`config.mk`:
```
export PLATFORM = sky130hd
export DESIGN_NAME = mcycle_sequencer
export DESIGN_NICKNAME = d
export VERILOG_FILES = /design/src/rtl/mcseq_pkg.sv /design/src/rtl/mcseq_timebase.sv /design/src/rtl/mcseq_cyckind.sv /design/src/rtl/mcseq_strobes.sv /design/src/rtl/mcycle_sequencer.sv
export SDC_FILE = /design/constraint.sdc
export NUM_CORES = 1
export LEC_CHECK = 0
export ABC_AREA = 1
export BUFFER_PORTS_ARGS = -buffer_cell sky130_fd_sc_hd__buf_2
export CAP_MARGIN = 20
export CORE_AREA = 2 2 39 41
export CTS_CLUSTER_DIAMETER = 100
export DETAILED_ROUTE_END_ITERATION = 10
export DIE_AREA = 0 0 41 43
export MAX_ROUTING_LAYER = met4
export PLACE_DENSITY = 0.65
export SLEW_MARGIN = 20
export SYNTH_ARGS = -nofsm -noshare
export SYNTH_HDL_FRONTEND = slang
export SYNTH_HIERARCHICAL = 1
export SYNTH_SLANG_ARGS = --single-unit
```
`constraint.sdc`:
```
create_clock -name clk -period 2.45 [get_ports clk]
set_clock_uncertainty 0.1 [all_clocks]
set_input_delay 0.49 -clock clk [delete_from_list [all_inputs] [get_ports clk]]
set_output_delay 0.49 -clock clk [all_outputs]
set_load 0.05 [all_outputs]
```
`src/rtl/mcseq_pkg.sv`:
```
package mcseq_pkg;
  localparam int unsigned STATES = 6;
  localparam int unsigned ST_W   = $clog2(STATES);
  typedef logic [ST_W-1:0] st_t;
  // State indices; strobe placement depends on these positions.
  localparam st_t S1 = st_t'(0);
  localparam st_t S2 = st_t'(1);
  localparam st_t S3 = st_t'(2);
  localparam st_t S4 = st_t'(3);
  localparam st_t S5 = st_t'(4);
  localparam st_t S6 = st_t'(5);
endpackage

```
`src/rtl/mcseq_timebase.sv`:
```
module mcseq_timebase
  import mcseq_pkg::*;
(
  input  logic clk,
  input  logic rst_n,
  output st_t  st,
  output logic p2,
  output logic cyc_last
);
  st_t  st_q, st_d;
  logic p2_q, p2_d;
  logic adv_en;

  assign adv_en = 1'b1;

  always_comb begin
    p2_d = ~p2_q;
    st_d = st_q;
    if (p2_q) begin
      st_d = (st_q == S6) ? S1 : st_q + st_t'(1);
    end
  end

  always_ff @(posedge clk or negedge rst_n) begin
    if (!rst_n) begin
      st_q <= S1;
      p2_q <= 1'b0;
    end else if (adv_en) begin
      st_q <= st_d;
      p2_q <= p2_d;
    end
  end

  assign st       = st_q;
  assign p2       = p2_q;
  assign cyc_last = p2_q & (st_q == S6);
endmodule

```
`src/rtl/mcseq_cyckind.sv`:
```
module mcseq_cyckind (
  input  logic clk,
  input  logic rst_n,
  input  logic cyc_last,
  input  logic xdata_op,
  input  logic xdata_write,
  output logic dcyc,
  output logic dwr
);
  logic dcyc_q, dcyc_d;
  logic dwr_q, dwr_d;
  logic ld_en;

  assign ld_en = cyc_last;

  always_comb begin
    // A data cycle is always followed by an ordinary one.
    dcyc_d = ~dcyc_q & xdata_op;
    dwr_d  = xdata_write;
  end

  always_ff @(posedge clk or negedge rst_n) begin
    if (!rst_n) begin
      dcyc_q <= 1'b0;
      dwr_q  <= 1'b0;
    end else if (ld_en) begin
      dcyc_q <= dcyc_d;
      dwr_q  <= dwr_d;
    end
  end

  assign dcyc = dcyc_q;
  assign dwr  = dwr_q;
endmodule

```
`src/rtl/mcseq_strobes.sv`:
```
module mcseq_strobes
  import mcseq_pkg::*;
(
  input  st_t               st,
  input  logic              p2,
  input  logic              dcyc,
  input  logic              dwr,
  input  logic              ext_code,
  output logic [STATES-1:0] state_oh,
  output logic              opcode_latch,
  output logic              operand_fetch,
  output logic              pc_inc,
  output logic              ale,
  output logic              psen_n,
  output logic              xrd_n,
  output logic              xwr_n
);
  logic fetch_ok;
  logic win;

  for (genvar gi = 0; gi < STATES; gi++) begin : g_oh
    assign state_oh[gi] = (st == st_t'(gi));
  end

  always_comb begin
    fetch_ok      = ~dcyc;
    opcode_latch  = fetch_ok & ~p2 & (st == S1);
    operand_fetch = fetch_ok & ~p2 & (st == S4);
    pc_inc        = fetch_ok &  p2 & ((st == S3) | (st == S6));
    ale           = fetch_ok & (((st == S1) &  p2) | ((st == S2) & ~p2) |
                                ((st == S4) &  p2) | ((st == S5) & ~p2));
    psen_n        = ~(fetch_ok & ext_code & ((st == S3) | (st == S6)));
    win           = dcyc & (((st == S1) & p2) | (st == S2) | (st == S3));
    xrd_n         = ~(win & ~dwr);
    xwr_n         = ~(win &  dwr);
  end
endmodule

```
`src/rtl/mcycle_sequencer.sv`:
```
module mcycle_sequencer
  import mcseq_pkg::*;
(
  input  logic              clk,
  input  logic              rst_n,
  input  logic              ext_code,
  input  logic              xdata_op,
  input  logic              xdata_write,
  output logic [STATES-1:0] state_oh,
  output logic              phase2,
  output logic              opcode_latch,
  output logic              operand_fetch,
  output logic              pc_inc,
  output logic              ale,
  output logic              psen_n,
  output logic              xrd_n,
  output logic              xwr_n,
  output logic              data_cycle
);
  st_t  st;
  logic p2;
  logic cyc_last;
  logic dcyc;
  logic dwr;

  mcseq_timebase i_timebase (
    .clk      (clk),
    .rst_n    (rst_n),
    .st       (st),
    .p2       (p2),
    .cyc_last (cyc_last)
  );

  mcseq_cyckind i_cyckind (
    .clk         (clk),
    .rst_n       (rst_n),
    .cyc_last    (cyc_last),
    .xdata_op    (xdata_op),
    .xdata_write (xdata_write),
    .dcyc        (dcyc),
    .dwr         (dwr)
  );

  mcseq_strobes i_strobes (
    .st            (st),
    .p2            (p2),
    .dcyc          (dcyc),
    .dwr           (dwr),
    .ext_code      (ext_code),
    .state_oh      (state_oh),
    .opcode_latch  (opcode_latch),
    .operand_fetch (operand_fetch),
    .pc_inc        (pc_inc),
    .ale           (ale),
    .psen_n        (psen_n),
    .xrd_n         (xrd_n),
    .xwr_n         (xwr_n)
  );

  assign phase2     = p2;
  assign data_cycle = dcyc;
endmodule

```
# [Yosys cells after proc, flatten, opt, wreduce, memory -nomap -nowiden]
# Cells that the tools add are included.
[word_totals] register_bits=6 input_bits=5 out_inout_bits=15 word_cells=41
[classes] add_sub_neg=1 eq_ne=5 mux=1 bitwise_logic=29 reduce_logical=1
[op_table] op="1-bit AND" count=17
[op_table] op="3-bit by 2-bit == test with 1-bit output (second input constant)" count=2
[op_table] op="3-bit == test (second input constant)" count=2
[op_table] op="1-bit NOT" count=6
[op_table] op="1-bit OR" count=6
[op_table] op="3-bit by 1-bit adder with 3-bit output (second input constant)" count=1
[op_table] op="3-bit by 1-bit == test with 1-bit output (second input constant)" count=1
[op_table] op="3-bit logical NOT" count=1
[op_table] op="3-bit 2-to-1 mux" count=1

# [Logic depth before layout (Yosys ltp)]
[logic_depth] depth_word=7 ltp_mapped=5 ltp_nobuf=5

# [Modules after synthesis]
# Netlist, hierarchy kept.
[modules_own_cells] mod="mcseq_timebase" n_inst=1 cells_each=16 area_per_inst_um2=160.2 seq_area_each_um2=100.1
[modules_own_cells] mod="mcseq_strobes" n_inst=1 cells_each=35 area_per_inst_um2=143.9 seq_area_each_um2=0.0
[modules_own_cells] mod="mcseq_cyckind" n_inst=1 cells_each=10 area_per_inst_um2=81.3 seq_area_each_um2=50.0

# [Least setup slack after synthesis]
# No wires, ideal clock.
[synth_timing] path_kind="reg-to-output" from="register i_timebase.p2_q (netlist: i_timebase/p2)" to="output opcode_latch" t_arrival_ns=1.575 t_required_ns=1.860 slack_ns=0.285 path_stages_with_launch=4 path_buffers=0 cell_sequence="dfrtp_1 nor2_1 inv_1 nor2_1"
[synth_via] elab_chain_len=3
[synth_lines] element="start: declaration" line_no="mcseq_timebase.sv:11" text="logic p2_q, p2_d;"
[synth_lines] element="start signal: assignment" line_no="mcseq_timebase.sv:30" text="p2_q <= p2_d;"
[synth_lines] element="1-bit NOT" line_no="mcseq_strobes.sv:27" text="opcode_latch = fetch_ok & ~p2 & (st == S1);"
[synth_lines] element="1-bit AND (2 in a row)" line_no="mcseq_strobes.sv:27"
[synth_lines] element="end: declaration" line_no="mcycle_sequencer.sv:11" text="output logic opcode_latch,"
# Every way passes these cells.

# [Final worst setup path]
[layout_timing] from="register i_timebase.st_q[0] (netlist: i_timebase/st[0])" to="output ale"
[layout_via] elab_chain_len=6 elab_cells_between_ends=12 classes_between="eq/ne: 3; bitwise: 8; reduce/logical: 1"
[layout_lines] element="start: declaration" line_no="mcseq_timebase.sv:10" text="st_t st_q, st_d;"
[layout_lines] element="start signal: assignment" line_no="mcseq_timebase.sv:29" text="st_q <= st_d;"
[layout_lines] element="3-bit by 1-bit == test with 1-bit output / 3-bit logical NOT (equally long branches)" line_no="mcseq_strobes.sv:30" text="ale = fetch_ok & (((st == S1) & p2) | ((st == S2) & ~p2) |"
[layout_lines] element="1-bit AND" line_no="mcseq_strobes.sv:30"
[layout_lines] element="1-bit OR (2 in a row)" line_no="mcseq_strobes.sv:30"
[layout_lines] element="1-bit OR (*)" line_no="mcseq_strobes.sv:31" text="((st == S4) & p2) | ((st == S5) & ~p2));"
[layout_lines] element="1-bit AND (*)" line_no="mcseq_strobes.sv:30"
[layout_lines] element="end: declaration" line_no="mcycle_sequencer.sv:14" text="output logic ale,"
# Mark *: on every way between the ends. The rest lies on a longest branch, timed or not.

==> results.md <==
- Status: completed
- Leak Pwr: 0.328 nW
- Syn Std Cell Area: 385 µm²
- PwrDens: 408 mW/mm²
- Synth-to-Final Area Change: 38.3%
- Hold slack: 0.358 ns
- Crit path max fanout: 10
- Total setup buffers inserted after CTS: 0
- Syn Nets: 66
- Share of layout cells above drive strength 1: 0.286
- Post_cts resized: 0
- Post-Place Cell Area: 500 µm²
- Die X: 41 µm
- Register area share after synthesis: 0.390
- Synth warn: 6
- Vias/cell: 4.33
- Max Clock Freq: 0.476 GHz
- Slew HR: 0.758
- Final setup fails: 0
- Core Area: 0.00138 mm²
- H-Tree Depth: 1
- Post-DP HPWL: 703 µm
- Antenna Cells: 0
- Worst slew pin tran: 0.363 ns
- Type of destination of the critical path: output pin
- 1st-pass router iterations: 4
- Slew Viols, Final: 0
- TNS Setup: 0 ns
- Wire length per cell: 8.52 µm
- Yosys cell types: 10
- Crit Path Class: reg2out
- Max stage delay on crit path: 0.48 ns
- Chip Height: 43 µm
- Root Buffer: clkbuf_4
- Syn Area/Cell: 6.32 µm²
- Hold Fails Final Rpt: 0
- Peak VDD IR: 0.196 mV
- Num rows: 14
- GPL Wtd Cong: 0.674
- Post-route insts no fill: 100
- # nets final: 91
- Hold path start: xdata_write
- Clock sink count: 6
- Cells along the critical path: nor2_1, nand2_1, nand2_1, nand3_1, nand2_1, buf_2
- Count of routing violations after the opening detailed-route iteration: 12
- CP dominant cell by count: nand2_1
- First-pass GRT wire length: 1310 µm
- Vias in the first global route: 352
- Worst r2r src: i_timebase/p2
- Clock Path Buffers: 2
- Largest net degree at the start of global routing: 12
- RSZ-0062 raised after global routing: no
- TritonCTS clock tree: done
- Total power: 0.218 mW
- Port buffer count: 19
- GRT overflow: 0
- Cts bufs inserted: 3
- Total wire length: 852 µm
- Total number of vias: 433
- Final Cycle Share: 0.858
- Overall routing resource usage: 0.110
- Post-synthesis register bit count: 6
- Slowest-stage cell, CP: dfrtp_1
- # DRC: 0
- Number of I/O pins: 20
- Period minus WS final: 2.10 ns
- Worst skew pair latency: 0.23 ns
- Initial antenna violation count: 0
- Starting Density: 0.278
- Placed Instances: 96
- Final Instance Area: 533 µm²
- WP data arrival: 1.51 ns
- CTS clk-pin slew, worst paths: 0.04 ns
- Startpoint Class: flop
- Hold Path Class: in2reg
- Crit. Startpoint: i_timebase/st[0]
- Max-Cap Viols: 0
- Synthesized instance count: 61
- Final ANT Viol Nets: 0
- Die area: 0.00176 mm²
- Worst EP required: 1.86 ns
## cell families after synthesis
kind of cell,Yosys count,share of synthesized area
buffers and inverters,15,0.146
flip-flops,6,0.390
XOR/XNOR,1,0.0227
AO/OA/AOI/OAI,3,0.0389
AND/OR/NAND/NOR,36,0.403
## area by class of cell
class                           count  area, µm²
Fill cell                         161        851
Clock buffer                        3       22.5
Sequential cell                     6        150
Inverter                           15       56.3
Multi-Input combinational cell     40        179
Timing Repair Buffer               20        105
Tap cell                           16       20.0
## layout by cell type (no fill, tap or decap), drive strengths merged
| master | instances |
|---|---|
| nand2 | 15 |
| inv | 15 |
| nor2 | 9 |
| nand3 | 12 |
| dfrtp | 6 |
| o21ai | 1 |
| clkbuf | 3 |
| buf | 19 |
| dlygate4sd3 | 1 |
| a21oi | 2 |
| xor2 | 1 |
## critical path: cells and delay by family, from the launching register on
family,cells,cell delay [ns]
AND/OR/NAND/NOR,5,0.54
flip-flops,1,0.48
buffers and inverters,1,0.25
## registers in the layout (all words and copies together), names as in the netlist
name,count
i_cyckind/dcyc,1
i_cyckind/dwr,1
i_timebase/p2,1
i_timebase/st,3
## power breakdown
part	switching [mW]	internal, mW
combinational	0.0203	0.00801
clock	0.0302	0.0550
sequential	0.00267	0.101
## synth_stat cells, drive strengths merged
cell type / n / area share
nor2: 9 / 0.088
nand2: 15 / 0.15
inv: 15 / 0.15
dfrtp: 6 / 0.39
nand3: 12 / 0.17
o21ai: 1 / 0.013
xor2: 1 / 0.023
a21oi: 2 / 0.026
## per-stage QoR
step / utilization / setup slack (ns)
final: 0.385 / 0.348
after global routing: 0.385 / 0.210
after CTS: 0.385 / 0.355
after detailed placement: 0.362 / 0.621
after global placement: 0.362 / 0.628
after floorplan: - / 0.285
## what timing repair did
item,CTS,global route
hold buffers,1,0
endpoints found under the hold margin,6,0
setup endpoints to repair,0,0
## layer usage
layer	GRT usage	wire length (µm)	vias to the layer above
met2	0.159	363	19
met1	0.142	405	184
li1	-	-	230
met3	0.0157	83	0
met4	0.0600	0	0
met5	-	0	-
## final timing paths
check,slack [ns],endpoint,cells past startpoint
worst max-delay path,0.35,ale,6
worst min-delay path,0.36,i_cyckind/dwr,3
worst max register to register,1.17,i_cyckind/dcyc,5
worst min register to register,0.41,i_cyckind/dwr,2
max in group asynchronous,1.61,i_timebase/st[0],2
min in group asynchronous,0.50,i_timebase/st[1],2
(Power assumes the default switching activity.)
